`src/rtl/por_pkg.sv`:
```
package por_pkg;

    typedef struct packed {
        logic meta;
        logic sync;
        logic smp;
        logic press;
    } key_st_t;

    typedef struct packed {
        logic stg0;
        logic stg1;
    } rel_st_t;

    localparam logic KEY_IDLE = 1'b1;

endpackage

```
`src/rtl/por_prescale.sv`:
```
module por_prescale #(
    parameter int SAMPLE_CYCLES = 500_000
) (
    input  logic clk,
    input  logic arst_n,
    output logic tick
);
    localparam int PRE_W = (SAMPLE_CYCLES > 1) ? $clog2(SAMPLE_CYCLES) : 1;
    localparam logic [PRE_W-1:0] LAST = PRE_W'(SAMPLE_CYCLES - 1);

    typedef struct packed {
        logic [PRE_W-1:0] cnt;
    } pre_st_t;

    pre_st_t st_d, st_q;

    always_comb begin
        st_d = st_q;
        if (st_q.cnt == LAST) begin
            st_d.cnt = '0;
        end else begin
            st_d.cnt = st_q.cnt + 1'b1;
        end
    end

    always_ff @(posedge clk or negedge arst_n) begin
        if (!arst_n) begin
            st_q <= '0;
        end else begin
            st_q <= st_d;
        end
    end

    assign tick = (st_q.cnt == LAST);
endmodule

```
`src/rtl/por_key_press.sv`:
```
module por_key_press
    import por_pkg::*;
(
    input  logic clk,
    input  logic arst_n,
    input  logic key_raw,
    input  logic tick,
    output logic press
);
    key_st_t st_d, st_q;

    always_comb begin
        st_d       = st_q;
        st_d.meta  = key_raw;
        st_d.sync  = st_q.meta;
        st_d.press = 1'b0;
        if (tick) begin
            st_d.smp   = st_q.sync;
            st_d.press = st_q.smp & ~st_q.sync;
        end
    end

    always_ff @(posedge clk or negedge arst_n) begin
        if (!arst_n) begin
            st_q.meta  <= KEY_IDLE;
            st_q.sync  <= KEY_IDLE;
            st_q.smp   <= KEY_IDLE;
            st_q.press <= 1'b0;
        end else begin
            st_q <= st_d;
        end
    end

    assign press = st_q.press;
endmodule

```
`src/rtl/por_settle.sv`:
```
module por_settle #(
    parameter int SETTLE_CYCLES = 5_000_000
) (
    input  logic                                  clk,
    input  logic                                  arst_n,
    input  logic                                  restart,
    output logic [$clog2(SETTLE_CYCLES+1)-1:0]    cnt,
    output logic                                  settled
);
    localparam int CNT_W = $clog2(SETTLE_CYCLES + 1);
    localparam logic [CNT_W-1:0] TERM = CNT_W'(SETTLE_CYCLES);

    typedef struct packed {
        logic [CNT_W-1:0] cnt;
    } cnt_st_t;

    cnt_st_t st_d, st_q;

    always_comb begin
        st_d = st_q;
        if (restart) begin
            st_d.cnt = '0;
        end else if (st_q.cnt < TERM) begin
            st_d.cnt = st_q.cnt + 1'b1;
        end
    end

    always_ff @(posedge clk or negedge arst_n) begin
        if (!arst_n) begin
            st_q <= '0;
        end else begin
            st_q <= st_d;
        end
    end

    assign cnt     = st_q.cnt;
    assign settled = (st_q.cnt == TERM) & ~restart;
endmodule

```
`src/rtl/por_release_sync.sv`:
```
module por_release_sync
    import por_pkg::*;
(
    input  logic clk,
    input  logic arst_n,
    input  logic settled,
    output logic rst_n_out
);
    rel_st_t st_d, st_q;

    always_comb begin
        if (settled) begin
            st_d.stg0 = 1'b1;
            st_d.stg1 = st_q.stg0;
        end else begin
            st_d = '0;
        end
    end

    always_ff @(posedge clk or negedge arst_n) begin
        if (!arst_n) begin
            st_q <= '0;
        end else begin
            st_q <= st_d;
        end
    end

    assign rst_n_out = st_q.stg1;
endmodule

```
`src/rtl/por_reset_ctrl.sv`:
```
module por_reset_ctrl #(
    parameter int SETTLE_CYCLES = 5_000_000,
    parameter int SAMPLE_CYCLES = 500_000
) (
    input  logic clk,
    input  logic ext_rst_n,
    input  logic key_raw,
    output logic sys_rst_n
);
    localparam int CNT_W = $clog2(SETTLE_CYCLES + 1);

    logic             sample_tick;
    logic             key_press;
    logic             settled;
    logic [CNT_W-1:0] settle_cnt;

    por_prescale #(.SAMPLE_CYCLES(SAMPLE_CYCLES)) u_pre (
        .clk    (clk),
        .arst_n (ext_rst_n),
        .tick   (sample_tick)
    );

    por_key_press u_key (
        .clk     (clk),
        .arst_n  (ext_rst_n),
        .key_raw (key_raw),
        .tick    (sample_tick),
        .press   (key_press)
    );

    por_settle #(.SETTLE_CYCLES(SETTLE_CYCLES)) u_settle (
        .clk     (clk),
        .arst_n  (ext_rst_n),
        .restart (key_press),
        .cnt     (settle_cnt),
        .settled (settled)
    );

    por_release_sync u_rel (
        .clk       (clk),
        .arst_n    (ext_rst_n),
        .settled   (settled),
        .rst_n_out (sys_rst_n)
    );
endmodule

```
`config.mk`:
```
export PLATFORM = sky130hd
export DESIGN_NAME = por_reset_ctrl
export DESIGN_NICKNAME = d
export VERILOG_FILES = /design/src/rtl/por_pkg.sv /design/src/rtl/por_prescale.sv /design/src/rtl/por_key_press.sv /design/src/rtl/por_settle.sv /design/src/rtl/por_release_sync.sv /design/src/rtl/por_reset_ctrl.sv
export SDC_FILE = /design/constraint.sdc
export NUM_CORES = 1
export LEC_CHECK = 0
export ABC_CLOCK_PERIOD_IN_PS = 2200
export CORE_MARGIN = 2
export CORE_UTILIZATION = 55
export CTS_CLUSTER_SIZE = 20
export DETAILED_ROUTE_END_ITERATION = 12
export PLACE_DENSITY_LB_ADDON = 0.2
export SLEW_MARGIN = 20
export SYNTH_ARGS = -nofsm -noshare
export SYNTH_HDL_FRONTEND = slang
export SYNTH_SLANG_ARGS = --single-unit
```
`constraint.sdc`:
```
create_clock -name clk -period 2.2 [get_ports clk]
set_clock_uncertainty 0.1 [all_clocks]
set_input_delay 0.44 -clock clk [delete_from_list [all_inputs] [get_ports clk]]
set_output_delay 0.44 -clock clk [all_outputs]
set_load 0.02 [all_outputs]
```
Word-level counts from Yosys, hierarchy flattened
Index checks and enable logic that the tools add are counted.

cells by class
  add/subtract/negate cells = 2
  magnitude comparators = 1
  equal/unequal tests = 2
  muxes and demuxes = 5
  bitwise gates (word level) = 4
  reductions and logical operators = 1

operators by type and width
  cell                                                 number
  2-to-1 mux 23 bit                                    2
  adder 23 x 1 -> 23 bit (second input constant)       1
  equality test 23 bit (second input constant)         1
  less-than comparator 23 bit (second input constant)  1
  adder 19 x 1 -> 19 bit (second input constant)       1
  equality test 19 bit (second input constant)         1
  2-to-1 mux 19 bit                                    1
  bitwise AND 1 bit                                    2
  2-to-1 mux 2 bit                                     1
  inverter 1 bit                                       2
  nonzero test 2 bit                                   1
  2-to-1 mux 1 bit                                     1

storage, ports and cells
  register bits = 48
  bits of input ports = 3
  output and inout bits = 1

Logic depth before layout (Yosys ltp)
  depth in word-level cells = 3
  gate-level depth with buffers = 8
  depth with buffers taken out = 6

Modules after synthesis
From an unflattened synthesis, not the netlist that was laid out.

second synthesis, totals
  cell total of the unflattened synthesis = 244
  area total of the unflattened synthesis = 2481.1 um2

by module, submodules not included
  module            instances  cells an instance  area each (um2)  sequential area each (um2)
  por_settle        1          150                1378.8           575.6
  por_prescale      1          85                 917.1            475.5
  por_key_press     1          6                  128.9            103.8
  por_release_sync  1          3                  56.3             50.0

Worst setup path after synthesis
Ideal clock, no wire load.

  path kind = register -> register
  start point = register u_settle.st_q (netlist bit u_settle.cnt[12])
  end point = register u_settle.st_q (netlist bit u_settle.cnt[1])
  arrival = 1898 ps
  required time = 1968 ps
  slack = 70 ps
  cell stages (with the launch flop) = 9
  path buffers = 3
  period minus slack after synthesis = 2130 ps
  cell sequence = dfrtp_1 -> or4_1 -> nor4_2 -> or3_1 -> buf_6 -> buf_8 -> buf_4 -> mux2i_1 -> nor2_1

on the way
  longest elaborated chain between the ends = 2

RTL lines
  what                          line              source
  start: declaration            por_settle.sv:17  cnt_st_t st_d, st_q;
  start signal: assignment      por_settle.sv:32  st_q <= st_d;
  less-than comparator 23 bit   por_settle.sv:23  end else if (st_q.cnt < TERM) begin
  nonzero test 2 bit (no line)  n/a

No other way between the ends.
A chain may end at the register's enable or synchronous reset.

Worst setup path after layout
  start point = register u_settle.st_q (netlist bit u_settle.cnt[10])
  end point = register u_settle.st_q (netlist bit u_settle.cnt[6])

Same word-level chain as after synthesis.

==> impl_metrics.env <==
export IMPL_outcome="finished with violations"
export IMPL_synth_area_mm2=0.00239
export IMPL_clk_pin_slew_ps=90
export IMPL_hold_viol_final=0
export IMPL_cts_tree="built"
export IMPL_wl_met3_um=173
export IMPL_r2r_start="u_settle.cnt[10]"
export IMPL_fp_dieArea_mm2=0.00489
export IMPL_power_mw=1.77
export IMPL_p_clk_share_pct=48.7
export IMPL_synth_area_per_cell_um2=10.0
export IMPL_cts_hold_buffers=0
export IMPL_r2r_end="u_settle.cnt[6]"
export IMPL_ant_nets=0
export IMPL_core_area_mm2=0.00409
export IMPL_met2_length_um=2540
export IMPL_die_h_um=69.9
export IMPL_reg2reg_depth=7
export IMPL_fin_ws_ps=-34.4
export IMPL_placedCellCount=308
export IMPL_p_int_mw=1.46
export IMPL_rows=23
export IMPL_dr_max_layer_used="met4"
export IMPL_p_seq_share_pct=50.0
export IMPL_rsz0062_at_grt="true"
export IMPL_grt_pass1_vias=1831
export IMPL_htreeDepth=2
export IMPL_gp_congestion=0.817
export IMPL_yosys_area_top_type="dfrtp_1"
export IMPL_totalWireLength_um=4950
export IMPL_syn_to_final_growth_pct=22.2
export IMPL_layout_cells_non_filler=321
export IMPL_peakVddDrop_mv=0.630
export IMPL_die_x_um=69.9
export IMPL_clock_sinks=48
export IMPL_dr_total_vias=1932
export IMPL_antennaDiodeCount=0
export IMPL_power_leakage_nw=1.29
export IMPL_cp_data_required_time_ps=2290
export IMPL_min_period_ps=2230
export IMPL_synth_edf_count=0
export IMPL_pwr_share_comb_pct=1.3
export IMPL_grt_max_degree=28
export IMPL_wl_met1_um=2140
export IMPL_grt_ovfl_total=0
export IMPL_grt_pass1_wl_um=8430
export IMPL_drt_initial_drc_count=131
export IMPL_cts_buffer_depth=2
export IMPL_insertion_delay_ps=300
export IMPL_switching_share_pct=17.7
export IMPL_ys_seq_elements=48
export IMPL_holdWs_ps=0.241
export IMPL_slew_headroom_pct=61.4
export IMPL_setup_viol=2
export IMPL_criticalPathCategory="flip-flop to flip-flop"
export IMPL_vias_per_cell=6.02
export IMPL_boundaryPins=4
export IMPL_hp_class="primary input to async pin"
export IMPL_remaining_drc_errors=0
export IMPL_cpPeakStageDelay_ps=520
export IMPL_worstPathCellList="buf_4, or4_4, nor4_2, or3_4, buf_8, nor3_1, mux2_1"
export IMPL_pre_cts_ws_ps=-129
export IMPL_p_per_area_mw_per_mm2=607
export IMPL_synth_ff_type="dfrtp_1"
export IMPL_cts_made_buffers=5
export IMPL_ys_async_sr_fraction_pct=100
export IMPL_violations="setup timing"
export IMPL_fmax_ghz=0.448
export IMPL_numPortBuffers=3
export IMPL_dpl_hpwl_um=3370
export IMPL_ys_seq_area_share_pct=50.4
export IMPL_rrSetupSlack_ps=-30
export IMPL_period_share_pct=102
export IMPL_syn_inst=239
export IMPL_crit_fanout=8
export IMPL_synthTopCellsByCount="45 x dfrtp_1, 21 x nor2_1, 17 x a21oi_1, 17 x nand3_1, 12 x nand2_1"
export IMPL_nets=276
export IMPL_yosysMostFrequentCell="dfrtp_1"
export IMPL_cp_end_kind="flip-flop"
export IMPL_cap_violations=0
export IMPL_p_sw_uw=313
export IMPL_drv_slew=0
export IMPL_drt_pass1_iterations=4
export IMPL_layout_drive_gt1_share_pct=22.9
export IMPL_antenna_found_initial=0
export IMPL_crit_slowest_cell="or4_4"
export IMPL_ys_types=35
export IMPL_tightest_slew_ps=579
export IMPL_grt_use_total_pct=21.9
export IMPL_synthTopCellsByArea="dfrtp_1 47%, xor2_1 4.0%, a21oi_1 3.6%"
export IMPL_synth_nets=245
export IMPL_wl_per_cell_um=15.4
export IMPL_crit_arrival_ps=2320
export IMPL_yosys_warnings=0
export IMPL_initial_core_util_pct=58.5
export IMPL_cp_start_kind="flip-flop"
export IMPL_cts_root_buf="clkbuf_8"
export IMPL_synth_top_cell_area_share_pct=47.1
## critical path: cells and delay by family (launching register included)
family        cells  cell delay, ps
buf+inv           2             270
flops             1             400
simple gates      4            1020
mux               1             320
## cells by family after synthesis
kind of cell | count (synthesis) | share of synthesized area [%]
AOI/OAI and AO/OA | 37 | 8.74
xor gates and xnor gates | 20 | 7.33
adders and majority gates | 3 | 1.57
buffers and inverters | 18 | 4.08
DFF | 48 | 50.4
muxes | 4 | 1.83
and+or+nand+nor | 109 | 26.0
## per-layer routing
metal / global-route usage (%) / up-vias
met4: 7.26 / 0
met2: 37.0 / 42
met1: 28.1 / 956
met3: 4.76 / 7
li1: - / 927
met5: 0 / -
## cell type report
| cell class | count | area [um2] |
|---|---|---|
| flip-flops and latches | 48 | 1200 |
| clock buffers | 5 | 68.8 |
| repair buffers | 35 | 310 |
| multi-input cells | 173 | 1160 |
| well taps | 50 | 62.6 |
| inverters | 7 | 26.3 |
| fillers | 318 | 1170 |
| clock inverters | 3 | 90.1 |
## worst max-delay path by stage
| stage | from | endpoint |
|---|---|---|
| 3_5_place_dp | u_settle.cnt[17] | u_settle.cnt[18] |
| 4_1_cts | u_settle.cnt[17] | u_settle.cnt[18] |
| 3_3_place_gp | u_settle.cnt[17] | u_settle.cnt[7] |
| 5_1_grt | u_settle.cnt[10] | u_settle.cnt[13] |
| 2_1_floorplan | u_settle.cnt[12] | u_settle.cnt[1] |
| 6_report | u_settle.cnt[10] | u_settle.cnt[6] |
## power groups by stage
stage          registers, mW  logic [mW]  clock network [mW]
4_1_cts                0.885      0.0247               0.875
3_3_place_gp           0.903      0.0247                   0
2_1_floorplan          0.903    0.000194                   0
6_report               0.885      0.0231               0.863
5_1_grt                0.886      0.0280               0.919
3_5_place_dp           0.903      0.0248                   0
## timing repair
action | in CTS | in global routing
gates cloned | 0 | 1
gates resized for setup | 2 | 18
pin swaps | 0 | 8
setup endpoints to repair | 13 | 14
setup buffers | 2 | 2
## through the flow
stage / TNS, ps / util [%] / cell area, um2
after CTS: -74.0 / 68.6 / 2810
after global routing: -903 / 71.5 / 2920
after floorplan: 0 / - / 2390
after detailed placement: -1180 / 64.1 / 2620
after global placement: -321 / 64.1 / 2620
final: -37.7 / 71.5 / 2920
## cells in the final DEF (no fill, tap or decap), types with 2 or more instances in the layout
| cell | count |
|---|---|
| buf_4 | 28 |
| xnor2_1 | 9 |
| xor2_1 | 11 |
| or4_4 | 3 |
| or4_1 | 5 |
| nor4_2 | 2 |
| ha_1 | 3 |
| bufinv_16 | 3 |
| or3_1 | 8 |
| mux2_2 | 2 |
| dfstp_2 | 3 |
| clkdlybuf4s50_1 | 2 |
| nand2_1 | 12 |
| nor4b_1 | 5 |
| dfrtp_1 | 45 |
| inv_1 | 7 |
| o31ai_1 | 8 |
| nor3_1 | 3 |
| and3_1 | 6 |
| and4_1 | 6 |
| a21oi_1 | 13 |
| nor2b_1 | 2 |
| a21oi_2 | 4 |
| buf_8 | 2 |
| nand4_1 | 10 |
| clkbuf_8 | 5 |
| nand3_1 | 17 |
| o21ai_0 | 9 |
| or3_4 | 3 |
| and2_1 | 2 |
| nor2_1 | 21 |
## flip-flops by register name (all words and copies together) (netlist names)
name             flops
u_settle.cnt        23
u_pre.st_q          19
u_key.st_q           2
u_key.press          1
u_key.st_d           1
u_rel.rst_n_out      1
u_rel.st_q           1
No activity file was read; power rests on OpenSTA's default activity.
